===== src/rtl/pgen_pkg.sv =====
package pgen_pkg;
  localparam int NUM_GSRC = 8;
  localparam int GSEL_W   = 4;
  localparam int PHASE_W  = 4;

  typedef enum logic [1:0] {
    TICK_PIX   = 2'd0,
    TICK_LINE  = 2'd1,
    TICK_FRAME = 2'd2,
    TICK_PEER  = 2'd3
  } tick_src_e;

  typedef enum logic [1:0] {
    MIX_PASS     = 2'd0,
    MIX_AND      = 2'd1,
    MIX_OR       = 2'd2,
    MIX_STARTAND = 2'd3
  } mix_op_e;
endpackage


===== src/rtl/pgen_arm.sv =====
module pgen_arm
  import pgen_pkg::*;
#(
  parameter int GCNT_W = 12
) (
  input  logic                       clk,
  input  logic                       rst,
  input  logic [PHASE_W-1:0]         frame_phase,
  input  logic [PHASE_W-1:0]         line_phase,
  input  logic [2*PHASE_W-1:0]       start_mask,
  input  logic [GSEL_W-1:0]          gsel,
  input  logic [NUM_GSRC*GCNT_W-1:0] gcnt_bus,
  input  logic [GCNT_W-1:0]          start_cnt,
  output logic                       start_evt
);
  logic [PHASE_W-1:0] line_q;
  logic [PHASE_W-1:0] line_hit;
  logic [GCNT_W-1:0]  gval;
  logic               frame_ok;
  logic               gcnt_ok;

  always_ff @(posedge clk) begin
    if (rst) line_q <= '0;
    else     line_q <= line_phase;
  end

  // one detector per line phase
  for (genvar i = 0; i < PHASE_W; i++) begin : g_line
    assign line_hit[i] = start_mask[PHASE_W+i] & line_phase[i] & ~line_q[i];
  end

  assign gval     = gcnt_bus[int'(gsel[2:0])*GCNT_W +: GCNT_W];
  assign frame_ok = |(frame_phase & start_mask[PHASE_W-1:0]);
  assign gcnt_ok  = gsel[GSEL_W-1] | (gval == start_cnt);
  assign start_evt = (|line_hit) & frame_ok & gcnt_ok;
endmodule


===== src/rtl/pgen_tick.sv =====
module pgen_tick
  import pgen_pkg::*;
(
  input  logic       clk,
  input  logic       rst,
  input  logic [1:0] tick_sel,
  input  logic       pix_stb,
  input  logic       line_start,
  input  logic       frame_start,
  input  logic       peer_bit,
  output logic       tick
);
  logic peer_q;

  always_ff @(posedge clk) begin
    if (rst) peer_q <= 1'b0;
    else     peer_q <= peer_bit;
  end

  always_comb begin
    unique case (tick_src_e'(tick_sel))
      TICK_PIX:   tick = pix_stb;
      TICK_LINE:  tick = line_start;
      TICK_FRAME: tick = frame_start;
      default:    tick = peer_bit & ~peer_q;
    endcase
  end
endmodule


===== src/rtl/pgen_core.sv =====
module pgen_core #(
  parameter int CNT_W = 16
) (
  input  logic             clk,
  input  logic             rst,
  input  logic             en,
  input  logic             start_evt,
  input  logic             tick,
  input  logic [CNT_W-1:0] set_cnt,
  input  logic [CNT_W-1:0] clr_cnt,
  output logic             running,
  output logic [CNT_W-1:0] cnt,
  output logic             raw_q,
  output logic             start_pt_q
);
  localparam logic [CNT_W-1:0] CNT_MAX = '1;

  always_ff @(posedge clk) begin
    if (rst || !en) begin
      running    <= 1'b0;
      cnt        <= '0;
      raw_q      <= 1'b0;
      start_pt_q <= 1'b0;
    end else begin
      start_pt_q <= start_evt && !running;
      if (running) begin
        if (cnt == clr_cnt) begin
          running <= 1'b0;
          cnt     <= '0;
          raw_q   <= 1'b0;
        end else begin
          if (cnt == set_cnt) raw_q <= 1'b1;
          if (tick && cnt != CNT_MAX) cnt <= cnt + 1'b1;
        end
      end else if (start_evt) begin
        running <= 1'b1;
        cnt     <= '0;
      end
    end
  end

  AST_DISABLED_IDLE: assert property (@(posedge clk) disable iff (rst)
    !en |=> (!running && cnt == '0));
  AST_CLEAR_STOPS: assert property (@(posedge clk) disable iff (rst)
    (en && running && cnt == clr_cnt) |=> (!running && !raw_q));
  AST_NO_WRAP: assert property (@(posedge clk) disable iff (rst)
    (en && running && cnt == CNT_MAX && cnt != clr_cnt) |=> (cnt == CNT_MAX));
  AST_START_ONLY_ON_EVENT: assert property (@(posedge clk) disable iff (rst)
    $rose(running) |-> $past(start_evt));
endmodule


===== src/rtl/pgen_top.sv =====
module pgen_top
  import pgen_pkg::*;
#(
  parameter int CNT_W  = 16,
  parameter int GCNT_W = 12,
  parameter int PSEL_W = 5,
  localparam int NPEER = 1 << PSEL_W
) (
  input  logic                       clk,
  input  logic                       rst,
  input  logic                       pix_stb,
  input  logic                       line_start,
  input  logic                       frame_start,
  input  logic [PHASE_W-1:0]         frame_phase,
  input  logic [PHASE_W-1:0]         line_phase,
  input  logic [NUM_GSRC*GCNT_W-1:0] gcnt_bus,
  input  logic [NPEER-1:0]           peer_sig,
  input  logic                       cfg_en,
  input  logic                       cfg_pol,
  input  logic [1:0]                 cfg_tick,
  input  logic [GSEL_W-1:0]          cfg_gsel,
  input  logic [GCNT_W-1:0]          cfg_start_cnt,
  input  logic [2*PHASE_W-1:0]       cfg_start_mask,
  input  logic [CNT_W-1:0]           cfg_set,
  input  logic [CNT_W-1:0]           cfg_clr,
  input  logic [1:0]                 cfg_mix,
  input  logic [PSEL_W-1:0]          cfg_peer_sel,
  output logic                       sig_out
);
  logic             peer_bit;
  logic             start_evt;
  logic             tick;
  logic             running;
  logic [CNT_W-1:0] cnt;
  logic             raw_q;
  logic             start_pt_q;
  logic             mixed;

  assign peer_bit = peer_sig[cfg_peer_sel];

  pgen_arm #(.GCNT_W(GCNT_W)) u_arm (
    .clk(clk), .rst(rst), .frame_phase(frame_phase), .line_phase(line_phase),
    .start_mask(cfg_start_mask), .gsel(cfg_gsel), .gcnt_bus(gcnt_bus),
    .start_cnt(cfg_start_cnt), .start_evt(start_evt)
  );

  pgen_tick u_tick (
    .clk(clk), .rst(rst), .tick_sel(cfg_tick), .pix_stb(pix_stb),
    .line_start(line_start), .frame_start(frame_start), .peer_bit(peer_bit),
    .tick(tick)
  );

  pgen_core #(.CNT_W(CNT_W)) u_core (
    .clk(clk), .rst(rst), .en(cfg_en), .start_evt(start_evt), .tick(tick),
    .set_cnt(cfg_set), .clr_cnt(cfg_clr), .running(running), .cnt(cnt),
    .raw_q(raw_q), .start_pt_q(start_pt_q)
  );

  always_comb begin
    unique case (mix_op_e'(cfg_mix))
      MIX_PASS: mixed = peer_bit;
      MIX_AND:  mixed = raw_q & peer_bit;
      MIX_OR:   mixed = raw_q | peer_bit;
      default:  mixed = start_pt_q & peer_bit;
    endcase
  end

  always_ff @(posedge clk) begin
    if (rst || !cfg_en) sig_out <= ~cfg_pol;
    else                sig_out <= cfg_pol ? mixed : ~mixed;
  end

  AST_OFF_INACTIVE: assert property (@(posedge clk) disable iff (rst)
    !cfg_en |=> (sig_out == !$past(cfg_pol)));
  AST_AND_LOW_PEER: assert property (@(posedge clk) disable iff (rst)
    (cfg_en && cfg_pol && cfg_mix == 2'd1 && !peer_bit) |=> !sig_out);
endmodule


===== config.mk =====
export PLATFORM = sky130hd
export DESIGN_NAME = pgen_top
export DESIGN_NICKNAME = d
export VERILOG_FILES = /design/src/rtl/pgen_pkg.sv /design/src/rtl/pgen_arm.sv /design/src/rtl/pgen_tick.sv /design/src/rtl/pgen_core.sv /design/src/rtl/pgen_top.sv
export SDC_FILE = /design/constraint.sdc
export NUM_CORES = 1
export LEC_CHECK = 0
export BUFFER_PORTS_ARGS = -buffer_cell sky130_fd_sc_hd__buf_2
export CORE_MARGIN = 8
export CORE_UTILIZATION = 39
export DETAILED_ROUTE_END_ITERATION = 8
export PLACE_DENSITY = 0.76
export SYNTH_ARGS = -nofsm -noshare
export SYNTH_HDL_FRONTEND = slang
export SYNTH_SLANG_ARGS = --single-unit

===== constraint.sdc =====
create_clock -name clk -period 3.2 [get_ports clk]
set_input_delay 0.64 -clock clk [delete_from_list [all_inputs] [get_ports clk]]
set_output_delay 0.64 -clock clk [all_outputs]
set_load 0.02 [all_outputs]

Word-level counts from Yosys, hierarchy flattened --
Index checks and enable logic that the tools add are counted.
Storage, ports and cells: flip-flop bits (word level) 25, input bits 208, output and inout port bits 1, logic and storage cells 71
Operators by class: add/sub/neg operators 1, multiply operators 1, $lt $le $gt $ge 1, equal/unequal tests 9, shift operators 1, muxes and demuxes 15, bitwise operators 23, reduce and logical (&&, ||, !) cells 13
Operators with widths (count):
- $shiftx 96x32->12 | 1
- $mux 16 | 4
- $eq 16x16->1 | 2
- $add 16x1->16 const B | 1
- $ne 16x16->1 const B | 1
- $and 1x1->1 | 13
- $eq 12x12->1 | 1
- $mux 1 | 8
- $reduce_or 4->1 | 2
- $not 1->1 | 7
- $lt 5x6->1 const B | 1
- $pmux 1 s3 | 2
- $bmux 1 s5 | 1
- $mul 3x2->5 const B | 1
- $and 4x4->4 | 1
- $eq 2x1->1 const B | 2
- $eq 2x2->1 const B | 2
- $logic_not 2->1 | 2
- $reduce_and 2->1 | 2
- $reduce_bool 2->1 | 2
- $ne 3x3->1 const B | 1
- $logic_and 1x1->1 | 2
- $logic_not 1->1 | 2
- $or 1x1->1 | 2
- $logic_or 1x1->1 | 1

Logic depth before layout (Yosys ltp) --
word-level depth 8, gate-level depth with buffers 12, depth with buffers taken out 9

Modules after synthesis --
Synthesis repeated with hierarchy kept, for this count alone.
Second synthesis, totals: cell total of the unflattened synthesis 344, area, all modules 3123.0 µm²
By module, submodules not included:
- pgen_core | times used 1, cells each 183, area each 1554.0 µm², sequential area each 380.4 µm²
- pgen_arm | times used 1, cells each 103, area each 1089.8 µm², sequential area each 80.1 µm²
- pgen_top | times used 1, cells each 54, area each 424.2 µm², sequential area each 20.0 µm²
- pgen_tick | times used 1, cells each 4, area each 55.1 µm², sequential area each 20.0 µm²

Worst setup path after synthesis --
OpenSTA, ideal clock, no wires.
kind input -> register, start point input cfg_gsel[1], end point register u_core.cnt[11], setup time 0.130 ns, arrival time 2.896 ns, data required time 3.070 ns, setup slack 0.174 ns, stages on the path 12, path buffers 4, path through buf_6 -> buf_2 -> mux4_2 -> mux2i_1 -> xor2_1 -> o2111ai_1 -> or4_4 -> nor3_4 -> or3b_1 -> buf_4 -> buf_8 -> o211ai_2
Between the ends: longest elaborated chain between the ends 7
Ends and longest elaborated chain:
- start: declaration | line pgen_top.sv:21 | input logic [GSEL_W-1:0] cfg_gsel,
- $mul 3x2->5 | line pgen_arm.sv:32 | assign gval = gcnt_bus[int'(gsel[2:0])*GCNT_W +: GCNT_W];
- $shiftx 96x32->12 | line pgen_arm.sv:32
- $eq 12x12->1 | line pgen_arm.sv:34 | assign gcnt_ok = gsel[GSEL_W-1] | (gval == start_cnt);
- $or 1x1->1 | line pgen_arm.sv:34
- $and 1x1->1 | line pgen_arm.sv:35 | assign start_evt = (|line_hit) & frame_ok & gcnt_ok;
- $reduce_bool 2->1 (no source line)
- $reduce_and 2->1 (no source line)
- end signal: assignment | line pgen_core.sv:33 | if (tick && cnt != CNT_MAX) cnt <= cnt + 1'b1;
- end: declaration | line pgen_core.sv:12 | output logic [CNT_W-1:0] cnt,
No other way between the ends. A chain may end at the register's enable or synchronous reset.

Final worst setup path --
start point input cfg_gsel[1], end point register u_core.cnt[0]
Same word-level chain as after synthesis.

==> flow_summary.toml <==
[power]
power_mw = 0.908
powerDensity_mw_per_mm2 = 214
vdd_drop_max_v = 0.000131
p_leak_nw = 1.96

[setup_path]
reg2reg_slack_ps = 310
crit_type = "in2reg"
ff2ff_path_depth = 10
critPathBufInv = 4
required_ps = 3410
rr_startpoint = "u_core.cnt[0]$_SDFFE_PP0P_"
start_kind = "input port"
cp_slowest_cell = "or4_4"
cp-end-kind = "flop"
crit_top_cell = "buf_4"
arrival_ps = 3150
cp_top_family = "buffers and inverters"
worst-path-max-fanout = 18
crit_chain = "buf_2, buf_4, buf_4, mux2i_1, nand2_1, a31oi_1, o2111ai_1, or4_4, nor3_4, buf_4, o21ai_0, mux2i_2"
r2r-end = "u_core.cnt[4]$_SDFFE_PP0P_"
critPathMaxStageDelay_ps = 460
path_depth = 12

[timing]
max_clock_freq_ghz = 0.341
fin_setup_tns_ps = 0
hold_viol_final = 0
fin_ws_ps = 267
relSlewSlack = 0.258
layout_min_cycle_time_ps = 2930
finalSetupViolCount = 0
max_slew.worst_pin.slew_ps = 1110
drv_slew = 0
fin_crit_sh = 0.917
fin_skew_ps = 2.77
rsz0062_at_grt = "false"

[placement]
io_buffers = 208
dp.final_hpwl_um = 10200
place_congestion = 0.827
dp_cells = 653
dp_slack_ps = -42.2

[floorplanning]
die_h_um = 104
die_w_um = 104
ioPinCount = 209
rows = 32
die_area_mm2 = 0.0108
initial_core_util = 0.398
core_area_mm2 = 0.00761

[grt]
antenna_found_initial = 1
grt_usage = 0.200
grt_pass1_vias = 3925
grt.overflow.total = 0
grt_pass1_wl_um = 18400
grt_max_degree = 19

[synth]
ys_types = 53
ys_seq_area_frac = 0.165
synth.most_common_cell = "mux2i_1"
avgSynthCellArea_um2 = 8.63
synth_cells = 351
synthDominantCellAreaShare = 0.165
syn_area_mm2 = 0.00303
synth_edf_count = 0
synth_seq_cells = 25
synth_ff_type = "dfxtp_1"
synth.area.top_cells = "dfxtp_1 (17%), mux2i_1 (12%), mux4_2 (10%)"
yosysTopAreaCell = "dfxtp_1"
async_flop_share = 0
ys_warn_count = 0
synth_fp_nets = 560
synth_commonest_cells = "mux2i_1 (37), dfxtp_1 (25), xnor2_1 (23)"

[routing]
drc = 0
dr.pass1.iters = 4
drt-initial-drc-count = 152
viasPerCell = 5.36
antenna_left = 0
num_vias = 3524
wl_per_cell_um = 17.4
routed_wl_um = 11500

[clock_network]
clock-root-buffer = "clkbuf_8"
h-tree-depth = 1
postCtsSetupBuffers = 0
clock-sinks = 25
cts_resized = 0
path_clk_slew_ps = 90
cts_made_buffers = 3
clk_latency_ps = 280
cts_hold_buf = 0
clk_path_buf_depth = 2
cts_tree = "done"

[finish]
finalNetCount = 765
nFillCells = 718
layout-area-overhead-vs-synth_pct = 40.0
fin_cells = 658
regArea_um2 = 500
multiInputGateArea_mm2 = 0.00230
drive_gt1_frac = 0.474

[job]
max_cap_violations = 0

[run_status]
status = "completed"

[min_path]
holdPathStages = 1
hp-start = "u_core.raw_q$_SDFFE_PP0P_"
hold_path.class = "reg2reg"
hold_end = "u_core.raw_q$_SDFFE_PP0P_"
routing by layer:
metal	wire length, um	vias to the layer above	GRT usage	part of all wire
met4	216	0	0.0651	0.019
met1	4540	1619	0.220	0.40
met5	0	-	0	0
li1	-	1721	-	-
met2	5890	166	0.364	0.51
met3	834	18	0.0533	0.073
worst max-delay path by stage:
stage                            from                          end
after floorplan           cfg_gsel[1]  u_core.cnt[11]$_SDFFE_PP0P_
after global placement    cfg_gsel[1]  u_core.cnt[10]$_SDFFE_PP0P_
after detailed placement  cfg_gsel[1]   u_core.cnt[0]$_SDFFE_PP0P_
after CTS                 cfg_gsel[1]   u_core.cnt[0]$_SDFFE_PP0P_
after global routing      cfg_gsel[1]   u_core.cnt[0]$_SDFFE_PP0P_
final                     cfg_gsel[1]   u_core.cnt[0]$_SDFFE_PP0P_
registers in the layout, indices dropped and copies added (netlist names):
signal	cells
u_core.cnt	16
u_arm.line_q	4
sig_out	1
u_core.raw_q	1
u_core.running	1
u_core.start_pt_q	1
u_tick.peer_q	1
report_power, final:
| group | internal (mW) | switching, mW |
|---|---|---|
| sequential | 0.319 | 0.00571 |
| clock | 0.0888 | 0.112 |
| combinational | 0.215 | 0.167 |
cells in the final DEF (no fill, tap or decap), types with 15 or more instances in the layout:
cell type,count
buf_2,208
buf_4,15
dfxtp_1,25
inv_1,18
mux2i_1,37
nand2_1,20
nand3_1,17
xnor2_1,23
xor2_1,20
metrics by stage:
stage | util | cell area, um2 | hold WS (ps)
after floorplan | - | 3030 | 441
after global placement | 0.550 | 4190 | 452
after detailed placement | 0.550 | 4190 | 458
after CTS | 0.557 | 4240 | 480
after global routing | 0.557 | 4240 | 500
final | 0.557 | 4240 | 476
logic make-up (layout without fill, tap and decap cells):
logic type               Yosys count  count (layout)  synth area share
XOR/XNOR                          43              43             0.124
other                              0               1                 0
AO/OA/AOI/OAI                     74              74             0.183
adder cells (fa/ha/maj)            1               1           0.00413
buffers and inverters             43             247            0.0756
AND/OR/NAND/NOR                  108             108             0.198
multiplexers                      57              57             0.250
flip-flops                        25              25             0.165
final cells by class:
cell class,count,share of cell area
diodes,1,0.000590
well taps,102,0.0301
clock inverters,1,0.00177
repair buffers,225,0.282
multi-input cells,283,0.542
inverters,18,0.0159
flip-flops and latches,25,0.118
clock buffers,3,0.00974
(Power assumes the default switching activity.)
